<file path="config.mk">
export PLATFORM = sky130hd
export DESIGN_NAME = onewire_bit_phy
export DESIGN_NICKNAME = d
export VERILOG_FILES = /design/src/rtl/onewire_bit_phy.sv
export SDC_FILE = /design/constraint.sdc
export NUM_CORES = 1
export LEC_CHECK = 0
export ABC_CLOCK_PERIOD_IN_PS = 2900
export CAP_MARGIN = 20
export CORE_ASPECT_RATIO = 0.5
export CORE_MARGIN = 4
export CORE_UTILIZATION = 50
export CTS_BUF_LIST = sky130_fd_sc_hd__clkbuf_4
export DETAILED_ROUTE_END_ITERATION = 12
export DONT_BUFFER_PORTS = 1
export PLACE_DENSITY = 0.72
export SLEW_MARGIN = 15
export SYNTH_ARGS = -nofsm -noshare
export SYNTH_HDL_FRONTEND = slang
export SYNTH_SLANG_ARGS = --single-unit
export TNS_END_PERCENT = 100
</file>
<file path="constraint.sdc">
create_clock -name clk -period 2.9 [get_ports clk]
set_clock_uncertainty 0.2 [all_clocks]
set_input_delay 0.87 -clock clk [delete_from_list [all_inputs] [get_ports clk]]
set_output_delay 0.87 -clock clk [all_outputs]
set_load 0.05 [all_outputs]
</file>
<file path="src/rtl/onewire_bit_phy.sv">
module onewire_bit_phy #(
  parameter int CLKS_PER_US = 8,
  parameter int RST_STD_US  = 480,
  parameter int RST_OD_US   = 48,
  parameter int PDW_STD_US  = 30,
  parameter int PDW_OD_US   = 3,
  parameter int PDL_STD_US  = 120,
  parameter int PDL_OD_US   = 12,
  parameter int SMP_STD_US  = 30,
  parameter int SMP_OD_US   = 4
) (
  input  logic clk,
  input  logic rst_n,
  input  logic od_en,
  input  logic line_in,
  output logic line_pd,
  output logic rx_valid,
  output logic rx_bit,
  input  logic tx_load,
  input  logic tx_bit,
  output logic tx_done,
  output logic bus_reset
);

  localparam int RST_STD = RST_STD_US * CLKS_PER_US;
  localparam int RST_OD  = RST_OD_US  * CLKS_PER_US;
  localparam int PDW_STD = PDW_STD_US * CLKS_PER_US;
  localparam int PDW_OD  = PDW_OD_US  * CLKS_PER_US;
  localparam int PDL_STD = PDL_STD_US * CLKS_PER_US;
  localparam int PDL_OD  = PDL_OD_US  * CLKS_PER_US;
  localparam int SMP_STD = SMP_STD_US * CLKS_PER_US;
  localparam int SMP_OD  = SMP_OD_US  * CLKS_PER_US;
  localparam int CW      = $clog2(RST_STD + 2);

  typedef enum logic [2:0] {
    S_IDLE, S_SLOT, S_WAITHI, S_RSTHI, S_PDWAIT, S_PDDRV
  } state_t;

  state_t        st;
  logic [CW-1:0] cnt;
  logic [CW-1:0] lowcnt;
  logic          armed, abit, rd_slot;

  wire [CW-1:0] rst_last = od_en ? CW'(RST_OD - 1) : CW'(RST_STD - 1);
  wire [CW-1:0] smp_last = od_en ? CW'(SMP_OD)     : CW'(SMP_STD);
  wire [CW-1:0] pdw_last = od_en ? CW'(PDW_OD)     : CW'(PDW_STD);
  wire [CW-1:0] pdl_last = od_en ? CW'(PDL_OD)     : CW'(PDL_STD);

  wire rst_hit = !line_in && (lowcnt == rst_last) && (st != S_PDDRV);

  always_ff @(posedge clk or negedge rst_n) begin
    if (!rst_n)
      lowcnt <= '0;
    else if (line_in)
      lowcnt <= '0;
    else if (lowcnt != CW'(RST_STD))
      lowcnt <= lowcnt + 1'b1;
  end

  always_ff @(posedge clk or negedge rst_n) begin
    if (!rst_n) begin
      st        <= S_IDLE;
      cnt       <= '0;
      line_pd   <= 1'b0;
      rx_valid  <= 1'b0;
      rx_bit    <= 1'b0;
      tx_done   <= 1'b0;
      bus_reset <= 1'b0;
      armed     <= 1'b0;
      abit      <= 1'b1;
      rd_slot   <= 1'b0;
    end else begin
      rx_valid  <= 1'b0;
      tx_done   <= 1'b0;
      bus_reset <= 1'b0;
      case (st)
        S_IDLE: if (!line_in) begin
          st      <= S_SLOT;
          cnt     <= CW'(1);
          rd_slot <= armed;
          line_pd <= armed && !abit;
          armed   <= 1'b0;
        end
        S_SLOT: begin
          if (cnt == smp_last) begin
            st <= S_WAITHI;
            if (rd_slot) begin
              tx_done <= 1'b1;
              line_pd <= 1'b0;
            end else begin
              rx_valid <= 1'b1;
              rx_bit   <= line_in;
            end
          end else begin
            cnt <= cnt + 1'b1;
          end
        end
        S_WAITHI: if (line_in) st <= S_IDLE;
        S_RSTHI: if (line_in) begin
          st  <= S_PDWAIT;
          cnt <= CW'(1);
        end
        S_PDWAIT: begin
          if (cnt == pdw_last) begin
            st      <= S_PDDRV;
            line_pd <= 1'b1;
            cnt     <= CW'(1);
          end else begin
            cnt <= cnt + 1'b1;
          end
        end
        S_PDDRV: begin
          if (cnt == pdl_last) begin
            st      <= S_WAITHI;
            line_pd <= 1'b0;
          end else begin
            cnt <= cnt + 1'b1;
          end
        end
        default: st <= S_IDLE;
      endcase
      if (tx_load) begin
        armed <= 1'b1;
        abit  <= tx_bit;
      end
      if (rst_hit) begin
        st        <= S_RSTHI;
        cnt       <= '0;
        line_pd   <= 1'b0;
        bus_reset <= 1'b1;
        armed     <= 1'b0;
        rd_slot   <= 1'b0;
      end
    end
  end

endmodule

</file>
# Word-level counts from Yosys, hierarchy flattened
# Index checks and enable logic that the tools add are counted.
# word_totals
ff_bits	35
latchBits	0
mem_bits_rw	0
rom_bits	0
input_bits	6
out_inout_bits	5
memories	0
# classes
n_addsub	2
mul	0
div_mod_pow	0
order_cmp	0
n_eq_ne	22
n_shift	0
n_mux	42
n_bitwise	1
reduce_logical	17
# ops
op	n
$mux W12	9
$pmux W12 S5	1
$ne A3 B3 Y1 const B	10
$add A12 B1 Y12 const B	2
$eq A12 B8 Y1	2
$mux W3	7
$mux W1	20
$pmux W3 S6	1
$mux W8	2
$eq A12 B10 Y1	1
$eq A12 B12 Y1	1
$ne A12 B12 Y1 const B	1
$reduce_and A6 Y1	2
$mux W10	1
$eq A3 B2 Y1 const B	2
$eq A3 B3 Y1 const B	2
$reduce_bool A6 Y1	1
$reduce_and A5 Y1	1
$reduce_bool A5 Y1	1
$pmux W1 S4	1
$reduce_and A2 Y1	2
$reduce_bool A2 Y1	2
$eq A3 B1 Y1 const B	1
$logic_and A1 B1 Y1	3
other kinds (7)	8

# Depth between registers and ports, before layout
# Gate-level depths: netlist of run 1.
# depth
word_depth	6
mapped_depth	9
depth_no_buf	8

# Least setup slack after synthesis of run 1
# Ideal clock, no wire load.
# synth_timing
path_kind	input port to flip-flop
from	in od_en
to	reg cnt[11]
setup_time_ns	0.126
arrival_time_ns	2.593
slack_ns	-0.019
cell_stages	8
path_buffers	2
cell_sequence	buf_4 > nor3b_1 > a22oi_1 > or3_2 > a32oi_2 > nor2b_1 > buf_6 > a221o_1
# synth_between
elab_chain_cells	6
word_cells_on_any_way	19
classes_between	8 x eq/ne; 7 x mux; 4 x reduce/logical
# synth_lines
element	line_no	source
from (decl)	14	input logic od_en,
$mux W12	44	wire [CW-1:0] rst_last = od_en ? CW'(RST_OD - 1) : CW'(RST_STD - 1);
$eq A12 B12 Y1	49	wire rst_hit = !line_in && (lowcnt == rst_last) && (st != S_PDDRV);
$logic_and A1 B1 Y1 (2 in a row)	49	
$reduce_bool A6 Y1 (no line) or $ne A3 B3 Y1 (tied branches)	--	
$reduce_and A5 Y1 (no line)	--	
to (signal assigned)	95	cnt <= cnt + 1'b1;
to (signal assigned)	109	cnt <= cnt + 1'b1;
to (signal assigned)	117	cnt <= cnt + 1'b1;
to (decl)	40	logic [CW-1:0] cnt;
# Several ways; a longest one is shown, not always the timed one.
# A chain may end at the register's enable or synchronous reset.

# Final worst setup path of run 1
# layout_timing
from	reg cnt[0]
to	reg cnt[11]
# layout_between
elab_chain_cells	4
word_cells_on_any_way	12
classes_between	1 x add/sub; 5 x eq/ne; 5 x mux; 1 x reduce/logical
# layout_lines
element	line_no	source
$add A12 B1 Y12 or $eq A12 B8 Y1 (tied branches)	--	
$mux W12 (on tied branches)	113, 104, 85	
$pmux W12 S5	76	case (st)
$mux W12	126	if (rst_hit) begin
# Several ways; a longest one is shown, not always the timed one. The select of a mux whose other input is x is not followed.

==> results of run 1 <==
## flip-flops by register name (all words and copies together) (netlist names)
name	flops
rd_slot	1
abit	1
rx_valid	1
lowcnt	12
cnt	12
st	3
bus_reset	1
rx_bit	1
line_pd	1
armed	1
tx_done	1
## cell type report
class                   instances  share of cell area (%)
clock buffers                   5                   1.616
clock inverters                 3                   1.669
inverters                      12                   1.939
multi-input cells             182                   50.57
flip-flops and latches         35                   37.75
well taps                      54                   2.908
repair buffers                  9                   3.554
## how the worst max path moves through the flow
stage / from / to / slack, ns
after global routing: cnt[0] / cnt[11] / 0.05
final: cnt[0] / cnt[11] / 0.17
after floorplan: od_en / cnt[11] / 0.003
after global placement: od_en / cnt[11] / 0.09
after detailed placement: od_en / cnt[4] / 0.05
after CTS: cnt[0] / cnt[11] / 0.17
## timing repair
action                                 in CTS  in global routing
setup buffers                               0                  0
endpoints found under the hold margin      11                 23
hold buffers                                1                  1
## power by group through the flow
| stage | Clock (mW) | Sequential, mW | Combinational [mW] |
|---|---|---|---|
| 6_report | 0.343 | 0.695 | 0.717 |
| 5_1_grt | 0.381 | 0.707 | 0.803 |
| 4_1_cts | 0.350 | 0.692 | 0.709 |
| 3_5_place_dp | 0 | 0.701 | 0.702 |
| 3_3_place_gp | 0 | 0.700 | 0.685 |
| 2_1_floorplan | 0 | 0.637 | 0.620 |
## per-layer routing
layer | vias up | routed length (µm)
met5 | - | 0
li1 | 874 | -
met3 | 0 | 155
met4 | 0 | 0
met1 | 833 | 2249
met2 | 23 | 2024
## placed cells by master, fill, tap and decap left out, types with 2 or more instances in the layout
master | netlist | layout
mux2_2 | 2 | 2
buf_4 | 2 | 7
and3_1 | 9 | 9
clkbuf_4 | 0 | 5
nor4b_1 | 2 | 2
o22a_1 | 2 | 2
or4_1 | 4 | 4
nor3_1 | 6 | 6
nor2_1 | 32 | 32
nand4_1 | 4 | 4
nand2b_1 | 5 | 5
nor2b_1 | 11 | 11
dfrtp_1 | 34 | 34
o211ai_1 | 2 | 2
nor3b_1 | 2 | 2
a22o_1 | 8 | 8
nand2_1 | 13 | 13
o2bb2ai_1 | 2 | 2
a21oi_1 | 10 | 10
nand3b_1 | 6 | 6
inv_1 | 12 | 12
o21ai_1 | 3 | 3
xnor2_1 | 4 | 4
ha_1 | 4 | 4
o21ai_0 | 10 | 10
xor2_1 | 7 | 7
nand3_1 | 9 | 9
nor4b_2 | 2 | 2
## metrics by stage
stage	util [%]	area (µm²)	setup WS, ns	power (mW)	instances
after floorplan	-	2151	0.002751	1.257	239
after global placement	55.10	2217	0.09348	1.385	290
after detailed placement	55.10	2217	0.04884	1.403	290
after CTS	57.25	2303	0.1740	1.752	299
after global routing	57.74	2323	0.04623	1.891	300
final	57.74	2323	0.1732	1.755	300
## logic make-up (layout without fill, tap and decap cells)
group,after synthesis,after routing
flip-flops,35,35
adder cells (fa/ha/maj),4,4
AO/OA/AOI/OAI,53,53
buffers and inverters,22,29
XOR/XNOR,11,11
multiplexers,2,2
AND/OR/NAND/NOR,112,112
==> results.tsv, run 1 <==
metric	value	unit
Max-cap violations	0	
Detailed Routing Iterations Pass 1	4	
Synthesis Warnings	0	
Yosys reg bits	35	
Final period util	94.03	%
Top delay family on crit path	compound AO/OA/AOI/OAI gates	
cts bufs inserted	5	
Least-Margin Pin Slew	0.5550	ns
mean routed wirelength per cell	14.76	µm
Max clock buf depth	2	
Worst R2R Path Depth	9	
crit start category	flop	
Pwr Density	755.5	nW/µm²
Post-synth top cells	34 x dfrtp_1, 32 x nor2_1, 13 x nand2_1	
Worst Path Arrival	2.76	ns
global route hottest layer	met2	
main combinational cell family by area after synthesis	simple AND/OR/NAND/NOR gates	
final slew viol count	0	
GR Util met3	4.707	%
Synth async-reset ratio	100.0	%
DP Wirelength	3214	µm
RD Place Congestion	0.8726	
Rows	16	
Max VDD drop	0.0003132	V
Synth Area in XOR/XNOR	4.479	%
post-synthesis mux area share	1.047	%
initial core utilization	53.45	%
Fin. Hold Viols	0	
initial antenna violation count	0	
die height	54.38	µm
reg2reg setup slack	0.17	ns
Worst path depth	9	
Clock Latency Late Sink	0.33	ns
clk root buf	clkbuf_4	
layout cells sized above 1	10.57	%
Layout fillers	358	
reg2reg start	cnt[0]	
synth top area cells	dfrtp_1 40%, nor2_1 5.6%, a22o_1 3.3%, nor2b_1 3.2%, xor2_1 2.9%	
final setup TNS	0	ns
Final setup viols	0	
crit path max-delay cell type	or4b_1	
RSZ-0062 raised after global routing	no	
Mean Syn Cell Area	8.999	µm²
all-layer global routing usage	18.39	%
clock share of power	19.5	%
predominant post-synthesis flop cell	dfrtp_1	
max_slew headroom	62.53	%
Sw Pwr	694.9	µW
synth unique cells	54	
Crit Path Category	flop to flop	
post-synth top area share	39.56	%
top cell type by total area after synthesis	dfrtp_1	
combinational fraction of design power	40.9	%
post-CTS sizing	0	
min Tclk post-route	2.727	ns
switching part of the total power	39.59	%
post-route ant nets	0	
Mapped Cells	239	
routed vias/inst	5.767	
grt ovf	0	
number of synthesized flops with an enable pin	0	
CTS tree	done	
Critical path buffers and inverters	2	
worst min-delay path category	primary input to asynchronous set/reset pin	
part of the power in registers	39.6	%
total internal power	1.060	mW
most frequent cell after synthesis	dfrtp_1	
area share of and/or/nand/nor cells after synthesis	28.97	%
cells along the critical path	inv_1 -> ha_1 -> or4b_1 -> a2111o_1 -> o21ai_2 -> a2bb2oi_2 -> nor2b_1 -> buf_4 -> a221o_1	
Ant. Diodes	0	
vias in the first global route	1671	
reg2reg end	cnt[11]	
Core Region	4024	µm²
Die X	100.8	µm
clock sinks	35	
Mapped Area	2151	µm²
fmax	366.7	MHz
Seq/Total Area, Yosys	40.78	%
DR DRC count	0	
Min Hold Slack	0.1323	ns
Area growth syn-to-layout	8.028	%
largest net degree at the start of global routing	26	
Crit path required time	2.93	ns
Die ar.	5479	µm²
Total Wirelength	4429	µm
Setup crit end kind	flop	
Leak Pwr	0.9980	nW
I/O Buffers	0	
Reg area	877.1	µm²
Post-Synth Adder-Cell Area	2.327	%
max incr delay on CP	0.48	ns
met1 Use GR	24.57	%
CTS clock-pin slew for the worst setup and hold paths	0.11	ns
Net Count, Synth	249	
Synth Area in Compound Gates	17.80	%
grt met2 use	30.50	%
Max FO, Critical Path	9	
area of the multi-input gates	1175	µm²
drt initial violations	145	
status	finished clean	
IO Count	11	
first-pass GRT wire length	7852	µm
Final nets	255	
via count	1730	
# H-tree levels	2	
Power figures use the tool's default switching activity.
==> run 2: changes to the inputs <==
Settings changed: ABC_CLOCK_PERIOD_IN_PS 2900 to not set, SKIP_LAST_GASP set to 1.
==> results of run 2 <==
No change in the layout: final DEF, timing and power equal those of run 1.
